$ cat config.mk
export PLATFORM = sky130hd
export DESIGN_NAME = pcap_top
export DESIGN_NICKNAME = d
export VERILOG_FILES = /design/src/rtl/pcap_pkg.sv /design/src/rtl/pcap_par_gen.sv /design/src/rtl/pcap_strobe.sv /design/src/rtl/pcap_store.sv /design/src/rtl/pcap_rd_mux.sv /design/src/rtl/pcap_top.sv
export SDC_FILE = /design/constraint.sdc
export NUM_CORES = 1
export LEC_CHECK = 0
export ABC_AREA = 1
export BUFFER_PORTS_ARGS = -buffer_cell sky130_fd_sc_hd__buf_2
export CAP_MARGIN = 15
export CORE_AREA = 8 8 59 61
export DETAILED_ROUTE_END_ITERATION = 8
export DIE_AREA = 0 0 67 69
export PLACE_DENSITY = 0.74
export SLEW_MARGIN = 0
export SYNTH_ARGS = -nofsm -noshare
export SYNTH_HDL_FRONTEND = slang
export SYNTH_SLANG_ARGS = --single-unit
$ cat constraint.sdc
create_clock -name clk_i -period 2.25 [get_ports clk_i]
set_clock_uncertainty 0.05 [all_clocks]
set_input_delay 0.45 -clock clk_i [delete_from_list [all_inputs] [get_ports clk_i]]
set_output_delay 0.45 -clock clk_i [all_outputs]
set_load 0.005 [all_outputs]
$ cat src/rtl/pcap_pkg.sv
package pcap_pkg;
  typedef enum logic {
    SEL_LO = 1'b0,
    SEL_HI = 1'b1
  } byte_sel_e;
endpackage

$ cat src/rtl/pcap_par_gen.sv
module pcap_par_gen #(
  parameter int W = 10
) (
  input  logic [W-1:0] data_i,
  output logic         par_o
);
  // linear xor chain, one stage per bit
  logic [W:0] chain;
  assign chain[0] = 1'b0;
  for (genvar g = 0; g < W; g++) begin : g_xor
    assign chain[g+1] = chain[g] ^ data_i[g];
  end
  assign par_o = chain[W];
endmodule

$ cat src/rtl/pcap_strobe.sv
module pcap_strobe
  import pcap_pkg::*;
(
  input  logic clk_i,
  input  logic rst_ni,
  input  logic cap_cmd_i,
  input  logic cap_on_rd_i,
  input  logic rd_en_i,
  input  logic rd_addr_i,
  output logic acc_o,
  output logic busy_o
);
  logic req;
  logic busy_q;

  assign req    = cap_cmd_i | (cap_on_rd_i & rd_en_i & (byte_sel_e'(rd_addr_i) == SEL_LO));
  assign acc_o  = req & ~busy_q;
  assign busy_o = busy_q;

  always_ff @(posedge clk_i or negedge rst_ni) begin
    if (!rst_ni) busy_q <= 1'b0;
    else         busy_q <= acc_o;
  end
endmodule

$ cat src/rtl/pcap_store.sv
module pcap_store #(
  parameter int DATA_W = 10
) (
  input  logic              clk_i,
  input  logic              rst_ni,
  input  logic              acc_i,
  input  logic              busy_i,
  input  logic [DATA_W-1:0] pos_i,
  input  logic              live_par_i,
  input  logic              par_flip_i,
  output logic [DATA_W-1:0] data_nxt_o,
  output logic              par_nxt_o,
  output logic [DATA_W-1:0] data_o,
  output logic              par_o,
  output logic              err_o
);
  logic [DATA_W-1:0] data_q;
  logic              par_q;
  logic              err_q;
  logic              held_par;

  assign data_nxt_o = acc_i ? pos_i : data_q;
  assign par_nxt_o  = acc_i ? (live_par_i ^ par_flip_i) : par_q;

  pcap_par_gen #(.W(DATA_W)) u_chk_par (
    .data_i (data_q),
    .par_o  (held_par)
  );

  always_ff @(posedge clk_i or negedge rst_ni) begin
    if (!rst_ni) begin
      data_q <= '0;
      par_q  <= 1'b0;
      err_q  <= 1'b0;
    end else begin
      data_q <= data_nxt_o;
      par_q  <= par_nxt_o;
      if (busy_i) err_q <= held_par ^ par_q;
    end
  end

  assign data_o = data_q;
  assign par_o  = par_q;
  assign err_o  = err_q;
endmodule

$ cat src/rtl/pcap_rd_mux.sv
module pcap_rd_mux
  import pcap_pkg::*;
#(
  parameter int DATA_W = 10,
  parameter int BYTE_W = 8
) (
  input  logic              clk_i,
  input  logic              rst_ni,
  input  logic              rd_en_i,
  input  logic              rd_addr_i,
  input  logic [DATA_W-1:0] data_i,
  input  logic              par_i,
  output logic [BYTE_W-1:0] rd_data_o
);
  localparam int HI_W  = DATA_W - BYTE_W;
  localparam int PAD_W = BYTE_W - HI_W - 1;

  logic [BYTE_W-1:0] lo_byte;
  logic [BYTE_W-1:0] hi_byte;
  logic [BYTE_W-1:0] rd_q;

  assign lo_byte = data_i[BYTE_W-1:0];

  if (PAD_W > 0) begin : g_pad
    assign hi_byte = {{PAD_W{1'b0}}, par_i, data_i[DATA_W-1:BYTE_W]};
  end else begin : g_nopad
    assign hi_byte = {par_i, data_i[DATA_W-1:BYTE_W]};
  end

  always_ff @(posedge clk_i or negedge rst_ni) begin
    if (!rst_ni) rd_q <= '0;
    else if (rd_en_i)
      rd_q <= (byte_sel_e'(rd_addr_i) == SEL_HI) ? hi_byte : lo_byte;
  end

  assign rd_data_o = rd_q;
endmodule

$ cat src/rtl/pcap_top.sv
module pcap_top #(
  parameter int DATA_W = 10,
  parameter int BYTE_W = 8
) (
  input  logic              clk_i,
  input  logic              rst_ni,
  input  logic [DATA_W-1:0] pos_i,
  input  logic              par_flip_i,
  input  logic              cap_cmd_i,
  input  logic              cap_on_rd_i,
  input  logic              rd_en_i,
  input  logic              rd_addr_i,
  output logic [BYTE_W-1:0] rd_data_o,
  output logic              busy_o,
  output logic              par_err_o
);
  logic              acc;
  logic              busy;
  logic              live_par;
  logic [DATA_W-1:0] data_nxt;
  logic              par_nxt;
  logic [DATA_W-1:0] data_q;
  logic              par_q;

  pcap_strobe u_strobe (
    .clk_i       (clk_i),
    .rst_ni      (rst_ni),
    .cap_cmd_i   (cap_cmd_i),
    .cap_on_rd_i (cap_on_rd_i),
    .rd_en_i     (rd_en_i),
    .rd_addr_i   (rd_addr_i),
    .acc_o       (acc),
    .busy_o      (busy)
  );

  // parity taken on the unlatched input
  pcap_par_gen #(.W(DATA_W)) u_live_par (
    .data_i (pos_i),
    .par_o  (live_par)
  );

  pcap_store #(.DATA_W(DATA_W)) u_store (
    .clk_i      (clk_i),
    .rst_ni     (rst_ni),
    .acc_i      (acc),
    .busy_i     (busy),
    .pos_i      (pos_i),
    .live_par_i (live_par),
    .par_flip_i (par_flip_i),
    .data_nxt_o (data_nxt),
    .par_nxt_o  (par_nxt),
    .data_o     (data_q),
    .par_o      (par_q),
    .err_o      (par_err_o)
  );

  // read sees the value loaded at the same edge
  pcap_rd_mux #(.DATA_W(DATA_W), .BYTE_W(BYTE_W)) u_rd_mux (
    .clk_i     (clk_i),
    .rst_ni    (rst_ni),
    .rd_en_i   (rd_en_i),
    .rd_addr_i (rd_addr_i),
    .data_i    (data_nxt),
    .par_i     (par_nxt),
    .rd_data_o (rd_data_o)
  );

  assign busy_o = busy;
endmodule

==> summary.md, run 1 <==
| Metric | Value |
|---|---|
| Outcome | `finished, final reports clean` |
| Final setup viols | `0` |
| H-tree depth | `1` |
| RSZ-0062 raised after global routing | `no` |
| GRT Residual Overflow | `0` |
| Max-capacitance violation count | `0` |
| Clk network pwr share | `between 10% and 20%` |
| Critical-path cell list | `buf_2 -> a31o_2 -> nand2_4 -> inv_4 -> or2_1 -> o21ai_2 -> o21ai_1` |
| CTS sink count | `21` |
| Global-route wire length before repair | `4.52 mm` |
| Worst-Skew Late Latency | `~0.28 ns` |
| Worst R2R Setup Slack | `0.91 ns` |
| Post-route DRC | `0` |
| Register area | `roughly 530 um2` |
| Clock root cell | `clkbuf_4` |
| Port Buffer Count | `26` |
| Initial Util | `a little under half` |
| Core Rows | `19` |
| Reg-to-Reg End | `u_rd_mux.rd_data_o[5]$_DFFE_PN0P_` |
| Setup Buffers After CTS | `0` |
| Met1 Resource Use GR | `between 10% and 20%` |
| DR WL/cell | `~12 um` |
| DR iter-0 viols | `41` |
| Final GP Congestion | `just under 0.8` |
| TritonRoute pass-1 iters | `4` |
| Total core area | `about 2600 um2` |
| Min Hold Slack | `around 0.043 ns` |
| Setup WS pre-CTS | `between 0.5 and 0.6 ns` |
| Final cell count without fillers | `between 200 and 250` |
| ANT cells | `0` |
| Final Hold Vio Count | `0` |
| Crit path buf inv count | `2` |
| CP max FO | `15` |
| Crit path capture type | `register` |
| Commonest non-fill, non-tap cells in the layout | `nand2_1 (65), inv_1 (29), buf_2 (26), dfrtp_1 (21)` |
| Worst Reg2Reg Path Length in Cells | `6` |
| Fraction of layout cells with a size suffix above 1 | `a little over a fifth` |
| CTS tree | `yes` |
| Max stage delay cell, worst path | `a31o_2` |
| Fmax | `approximately 730 MHz` |
| Die area | `approximately 4600 um2` |
| Post-CTS Resized | `0` |
| Hold WC Path Type | `in -> async` |
| Die W | `between 60 and 70 um` |
| Longest Clk Path Bufs | `2` |
| Cell Pwr Density | `between 700 and 800 nW/um2` |
| Fin. max-slew vios | `0` |
| Comb power frac | `approximately 34%` |
| Initial antenna violation count | `0` |
| CP Launch Type | `input pin` |
| Critical path class | `in -> reg` |
| Number of global-route vias before repair | `roughly 1.1k` |
| Yosys Warn Count | `0` |
| Total CTS buffers | `3` |
| Mapped Cells | `164` |
| NetSw | `between 300 and 400 uW` |
| Minimum clock period | `1.37 ns` |
| Multi-input gate area | `554 um2` |
| Crit path largest cell delay | `about 0.25 ns` |
| Post-DP HPWL | `roughly 2.2 mm` |
| Met2 usage | `21.2%` |
| I/O pins | `27` |
| Syn Nets | `about 180` |
| Syn Area/Cell | `between 7 and 8 um2` |
| Syn-to-layout area delta | `14.9%` |
| Vias | `between 1k and 1.5k` |
| Final WL | `about 2.6 mm` |
| Final ANT Viol Nets | `0` |
| Synth Register Bits | `21` |
| CP arrival | `around 1.5 ns` |
| Placed Area | `between 1000 and 1500 um2` |
| Post-route setup slack | `approximately 0.9 ns` |
| Switching share of total power | `between 30% and 40%` |
| Total track usage | `between 10% and 20%` |
| Filler cell count in the final layout | `between 200 and 300` |
| Post-layout util | `53.2%` |
| Worst rel slew slack | `69.4%` |
| Grt met3 use | `1.29%` |
| Power Total | `992 uW` |
| Final Cell Area | `approximately 1400 um2` |
| Largest net degree at the start of global routing | `22` |
| Worst slew pin tran | `approximately 0.46 ns` |
| Share of power burned in registers | `between 40% and 50%` |
| Fin crit share | `a little over 60%` |
| Cell Area, Synth | `between 1000 and 1500 um2` |
| Most common cell after layout, fill and taps aside | `nand2_1` |
| CTS Hold Bufs | `0` |
| Height of the die | `69 um` |
| Clk pin slew, worst setup/hold paths | `about 0.11 ns` |
| Max VDD drop | `approximately 0.49 mV` |
| Leak pwr | `a little over 0.8 nW` |
| RR Startpoint | `u_strobe.busy_o$_DFF_PN0_` |
| Placed cell count | `between 200 and 250` |
| Vias/cell | `a little under 5` |
| Internal | `between 600 and 700 uW` |
| Synth unique cells | `18` |
| Setup TNS | `0 ns` |
| Seq/Total Area, Yosys | `between 40% and 50%` |
| Family with the most delay on the worst path | `simple AND/OR/NAND/NOR gates` |
| Req. time, crit path | `between 2 and 2.5 ns` |
| Nets | `roughly 210` |
| Busiest grt layer | `met2` |
==> sequential cells by signal, indices dropped and copies added (netlist names) <==
register            count
u_store.err_o           1
u_store.data_o         10
u_strobe.busy_o         1
u_rd_mux.rd_data_o      8
u_store.par_o           1
==> Yosys cell counts <==
master	n	area share, %
buf_8	1	1.2
nand3_1	8	3.3
nor2_1	4	1.2
xor2_1	2	1.4
o21ai_0	2	0.83
dfrtp_1	21	43
inv_1	29	9.0
or2_1	7	3.6
o21ai_1	5	2.1
and2_1	1	0.52
nand2_2	2	1.0
inv_4	1	0.52
nand2_4	1	0.93
a31o_2	1	0.72
nand2_1	65	20
o21ai_2	8	5.8
or2_0	1	0.52
xnor2_1	5	3.6
==> power groups by stage <==
stage	sequential (mW)	combinational (mW)	clock [mW]
finish	0.485	0.333	0.174
global route	0.494	0.386	0.188
CTS	0.486	0.338	0.175
detailed placement	0.494	0.337	0
global placement	0.488	0.324	0
floorplan	0.488	0.234	0
==> final cells by class <==
cell class                      count  area share, %
Multi-Input combinational cell    112           39.9
Clock buffer                        4           1.89
Sequential cell                    21           37.8
Tap cell                           31           2.79
Inverter                           30           8.28
Timing Repair Buffer               26           9.36
==> worst max path at each step <==
stage,startpoint,to,slack (ns),depth (start not counted)
5_1_grt,pos_i[1],u_store.par_o$_DFF_PN0_,0.77,12
3_3_place_gp,rd_en_i,u_rd_mux.rd_data_o[4]$_DFFE_PN0P_,0.62,7
6_report,rd_en_i,u_rd_mux.rd_data_o[5]$_DFFE_PN0P_,0.88,7
2_1_floorplan,cap_on_rd_i,u_store.par_o$_DFF_PN0_,0.89,5
3_5_place_dp,rd_en_i,u_rd_mux.rd_data_o[5]$_DFFE_PN0P_,0.57,7
4_1_cts,rd_en_i,u_rd_mux.rd_data_o[5]$_DFFE_PN0P_,0.89,7
==> cell families (layout without fill, tap and decap cells) <==
logic type             Yosys count  in the layout  share of synthesized area [%]
XOR/XNOR                         7              7                           5.07
AND/OR/NAND/NOR                 89             89                           31.3
AO/OA/AOI/OAI                   16             16                           9.41
flip-flops                      21             21                           43.4
buffers and inverters           31             60                           10.8
==> routing by layer <==
metal  share of wire, %  up-vias
li1                   -      552
met1                 44      509
met2                 53       15
met3                2.1        4
met4                1.1        0
met5                  0        -
==> worst reg2reg max path, delay by kind of cell, from the launching register on <==
kind	cells	cell delay (ns)
AO/OA/AOI/OAI	2	0.15
buffers and inverters	2	0.19
flip-flops	1	0.38
AND/OR/NAND/NOR	2	0.46
Power figures use the tool's default switching activity.
==> inputs of run 2 (changes only) <==
Settings changed: ABC_AREA 1 to 0, CORE_AREA 8 8 59 61 to 8 8 55 57, DIE_AREA 0 0 67 69 to 0 0 63 65, PLACE_DENSITY 0.74 to 0.77.
Clock period 2.25 ns to 1.4 ns, I/O delays scaled along.
==> summary.md, run 2 <==
| Metric | Value |
|---|---|
| GRT Residual Overflow | `0 (unchanged)` |
| Global-route wire length before repair | `4.18 mm (-7.5%)` |
| Fin crit share | `104%` |
| Yosys Warn Count | `0 (unchanged)` |
| CP max FO | `7 (-8)` |
| Area leader, netlist | `dfrtp_1` |
| Top area cells in the synthesized netlist | `dfrtp_1 (50%), xnor2_1 (12%), mux2_4 (7.1%)` |
| CP arrival | `1.59 ns (+0.09 ns)` |
| Syn Area/Cell | `12.8 um2 (+74%)` |
| Busiest grt layer | `met2` |
| Die W | `63 um (-6.0%)` |
| Power Total | `1.90 mW (+92%)` |
| Most instantiated cells after synthesis | `dfrtp_1 (21), xnor2_1 (15), mux2_2 (6), a22o_1 (5), mux2_4 (5)` |
| Cell Pwr Density | `1290 nW/um2 (+81%)` |
| RR Startpoint | `u_strobe.busy_o$_DFF_PN0_` |
| Total track usage | `12.5% (+0.73 points)` |
| Crit path launch | `u_strobe.busy_o$_DFF_PN0_` |
| Initial antenna violation count | `0 (unchanged)` |
| Failing checks | `setup timing` |
| Max VDD drop | `0.740 mV (+52%)` |
| H-tree depth | `1 (unchanged)` |
| Post-layout util | `68.4% (+15 points)` |
| Worst rel slew slack | `69.5% (+0.13 points)` |
| Hold Startpoint | `pos_i[9]` |
| Fraction of layout cells with a size suffix above 1 | `49.6% (+28 points)` |
| Grt met3 use | `3.61% (+2.3 points)` |
| Final Cell Area | `1470 um2 (+5.8%)` |
| Port Buffer Count | `26 (unchanged)` |
| Critical path class | `reg -> reg` |
| Post-route DRC | `0 (unchanged)` |
| Core Rows | `17 (-2)` |
| Syn-to-layout area delta | `39.7%` |
| Vias/cell | `4.88 (+1.3%)` |
| Met2 usage | `21.3% (+0.085 points)` |
| Cell Area, Synth | `1050 um2 (-13%)` |
| Longest Clk Path Bufs | `2 (unchanged)` |
| Post-DP HPWL | `1.89 mm (-13%)` |
| I/O pins | `27 (unchanged)` |
| Die area | `4100 um2 (-11%)` |
| Setup TNS | `-0.225 ns (-0.225 ns)` |
| Largest net degree at the start of global routing | `22 (unchanged)` |
| CP Launch Type | `register` |
| Number of global-route vias before repair | `891 (-18%)` |
| Fin. max-slew vios | `0 (unchanged)` |
| Syn Nets | `99 (-45%)` |
| Main flop type after synthesis | `dfrtp_1` |
| DR WL/cell | `14.7 um (+25%)` |
| CTS sink count | `21 (unchanged)` |
| Total core area | `2150 um2 (-18%)` |
| Final setup viols | `7 (+7)` |
| Most common cell after layout, fill and taps aside | `buf_2` |
| Height of the die | `65 um (-5.8%)` |
| Crit path capture type | `register` |
| ANT cells | `0 (unchanged)` |
| Final WL | `2.40 mm (-8.9%)` |
| Top cell type's share of synthesized area | `49.9% (+6.5 points)` |
| Post-route setup slack | `-0.0533 ns (-0.934 ns)` |
| Seq/Total Area, Yosys | `49.9% (+6.5 points)` |
| Total CTS buffers | `3 (unchanged)` |
| Largest register FFs | `10 (unchanged)` |
| Commonest non-fill, non-tap cells in the layout | `buf_2 (26), dfrtp_1 (21), buf_4 (18), xnor2_1 (13), mux2_4 (9)` |
| CTS tree | `yes` |
| Req. time, crit path | `1.54 ns (-0.84 ns)` |
| Synth unique cells | `21 (+3)` |
| Clock root cell | `clkbuf_4` |
| Nets | `153 (-27%)` |
| Most common cell in the netlist | `dfrtp_1` |
| Fmax | `688 MHz` |
| Synth Register Bits | `21 (unchanged)` |
| Vias | `796 (-26%)` |
| Worst-Skew Late Latency | `0.29 ns (about the same)` |
| Worst slew pin tran | `0.458 ns (-0.00201 ns)` |
| Final Hold Vio Count | `0 (unchanged)` |
| Initial Util | `49.0% (+2.7 points)` |
| Placed cell count | `154 (-30%)` |
| Leak pwr | `0.743 nW (-8.4%)` |
| Async SR Flop Fraction | `100% (unchanged)` |
| RSZ-0062 raised after global routing | `yes` |
| Clk pin slew, worst setup/hold paths | `0.11 ns (about the same)` |
| DR iter-0 viols | `23 (-44%)` |
| Final ANT Viol Nets | `0 (unchanged)` |
| Final cell count without fillers | `163 (-27%)` |
| Max-capacitance violation count | `0 (unchanged)` |
| TritonRoute pass-1 iters | `4 (unchanged)` |
| Final GP Congestion | `0.830 (+5.3%)` |
| Mapped Cells | `82 (-50%)` |
| Post-synth EDFFs | `0 (unchanged)` |
| Placed Area | `1350 um2 (-0.92%)` |
| Met1 Resource Use GR | `14.2% (+0.42 points)` |
| Hold WC Path Type | `in -> reg` |
| Outcome | `complete, but fails checks` |
| Minimum clock period | `around 1.5 ns` |
run 2: changes by cell type in the layout (fill, tap and decap cells not counted), sizes merged, moves of 10 or more:
cell and change:
buf +24, inv -26, mux2 +11, nand2 -64
o21ai -13, xnor2 +10
run 2: where the power goes:
part | switching (mW) | internal [mW] | total [mW]
Sequential | 0.0818 | 0.724 | 0.806
Combinational | 0.306 | 0.509 | 0.815
Clock | 0.170 | 0.111 | 0.280
run 2: repair_timing:
item,CTS,global route
cloned,0,0
hold buffers,1,0
pin swaps,6,6
setup buffers,3,1
setup endpoints to repair,9,13
resized for setup,9,5
endpoints found under the hold margin,21,0
run 2: worst max-delay path, cell delays in order (launching register included):
cell	delay (ns)
dfrtp_1	0.41
a21oi_2	0.12
buf_6	0.15
buf_6	0.12
mux2_4	0.30
a22o_1	0.18
run 2: final timing paths:
path	end	depth (start not counted)	slack, ns
hold / removal	u_store.data_o[9]$_DFF_PN0_	2	0.22
max in group asynchronous	u_store.data_o[5]$_DFF_PN0_	2	0.58
setup reg to reg	u_rd_mux.rd_data_o[7]$_DFFE_PN0P_	5	-0.05
hold reg to reg	u_rd_mux.rd_data_o[3]$_DFFE_PN0P_	1	0.46
setup / recovery	u_rd_mux.rd_data_o[7]$_DFFE_PN0P_	5	-0.05
min in group asynchronous	u_strobe.busy_o$_DFF_PN0_	2	0.40
run 2: area by class of cell:
class | count | area (um2)
Inverter | 4 | 15.0
Timing Repair Buffer | 51 | 343
Tap cell | 28 | 35.0
Sequential cell | 21 | 526
Clock buffer | 4 | 26.3
Fill cell | 164 | 678
Multi-Input combinational cell | 55 | 526
run 2: metal layers:
metal	part of all wire [%]	vias to the layer above	routed length (um)
met3	4.7	4	113
met4	1.0	0	25
li1	-	388	-
met2	52	17	1240
met5	0	-	0
met1	43	387	1020
run 2: stage by stage:
step                      hold slack [ns]  setup WS (ns)
after CTS                           0.216        -0.0496
after floorplan                   -0.0656        -0.0811
final                               0.219        -0.0533
after global placement              0.208         -0.222
after detailed placement            0.208         -0.253
after global routing                0.199        -0.0929
run 2: cells by family after synthesis:
logic type,synth area share [%]
flops,49.9
xor+xnor,17.1
mux,16.4
compound gates,9.51
simple gates,4.04
buf+inv,2.97
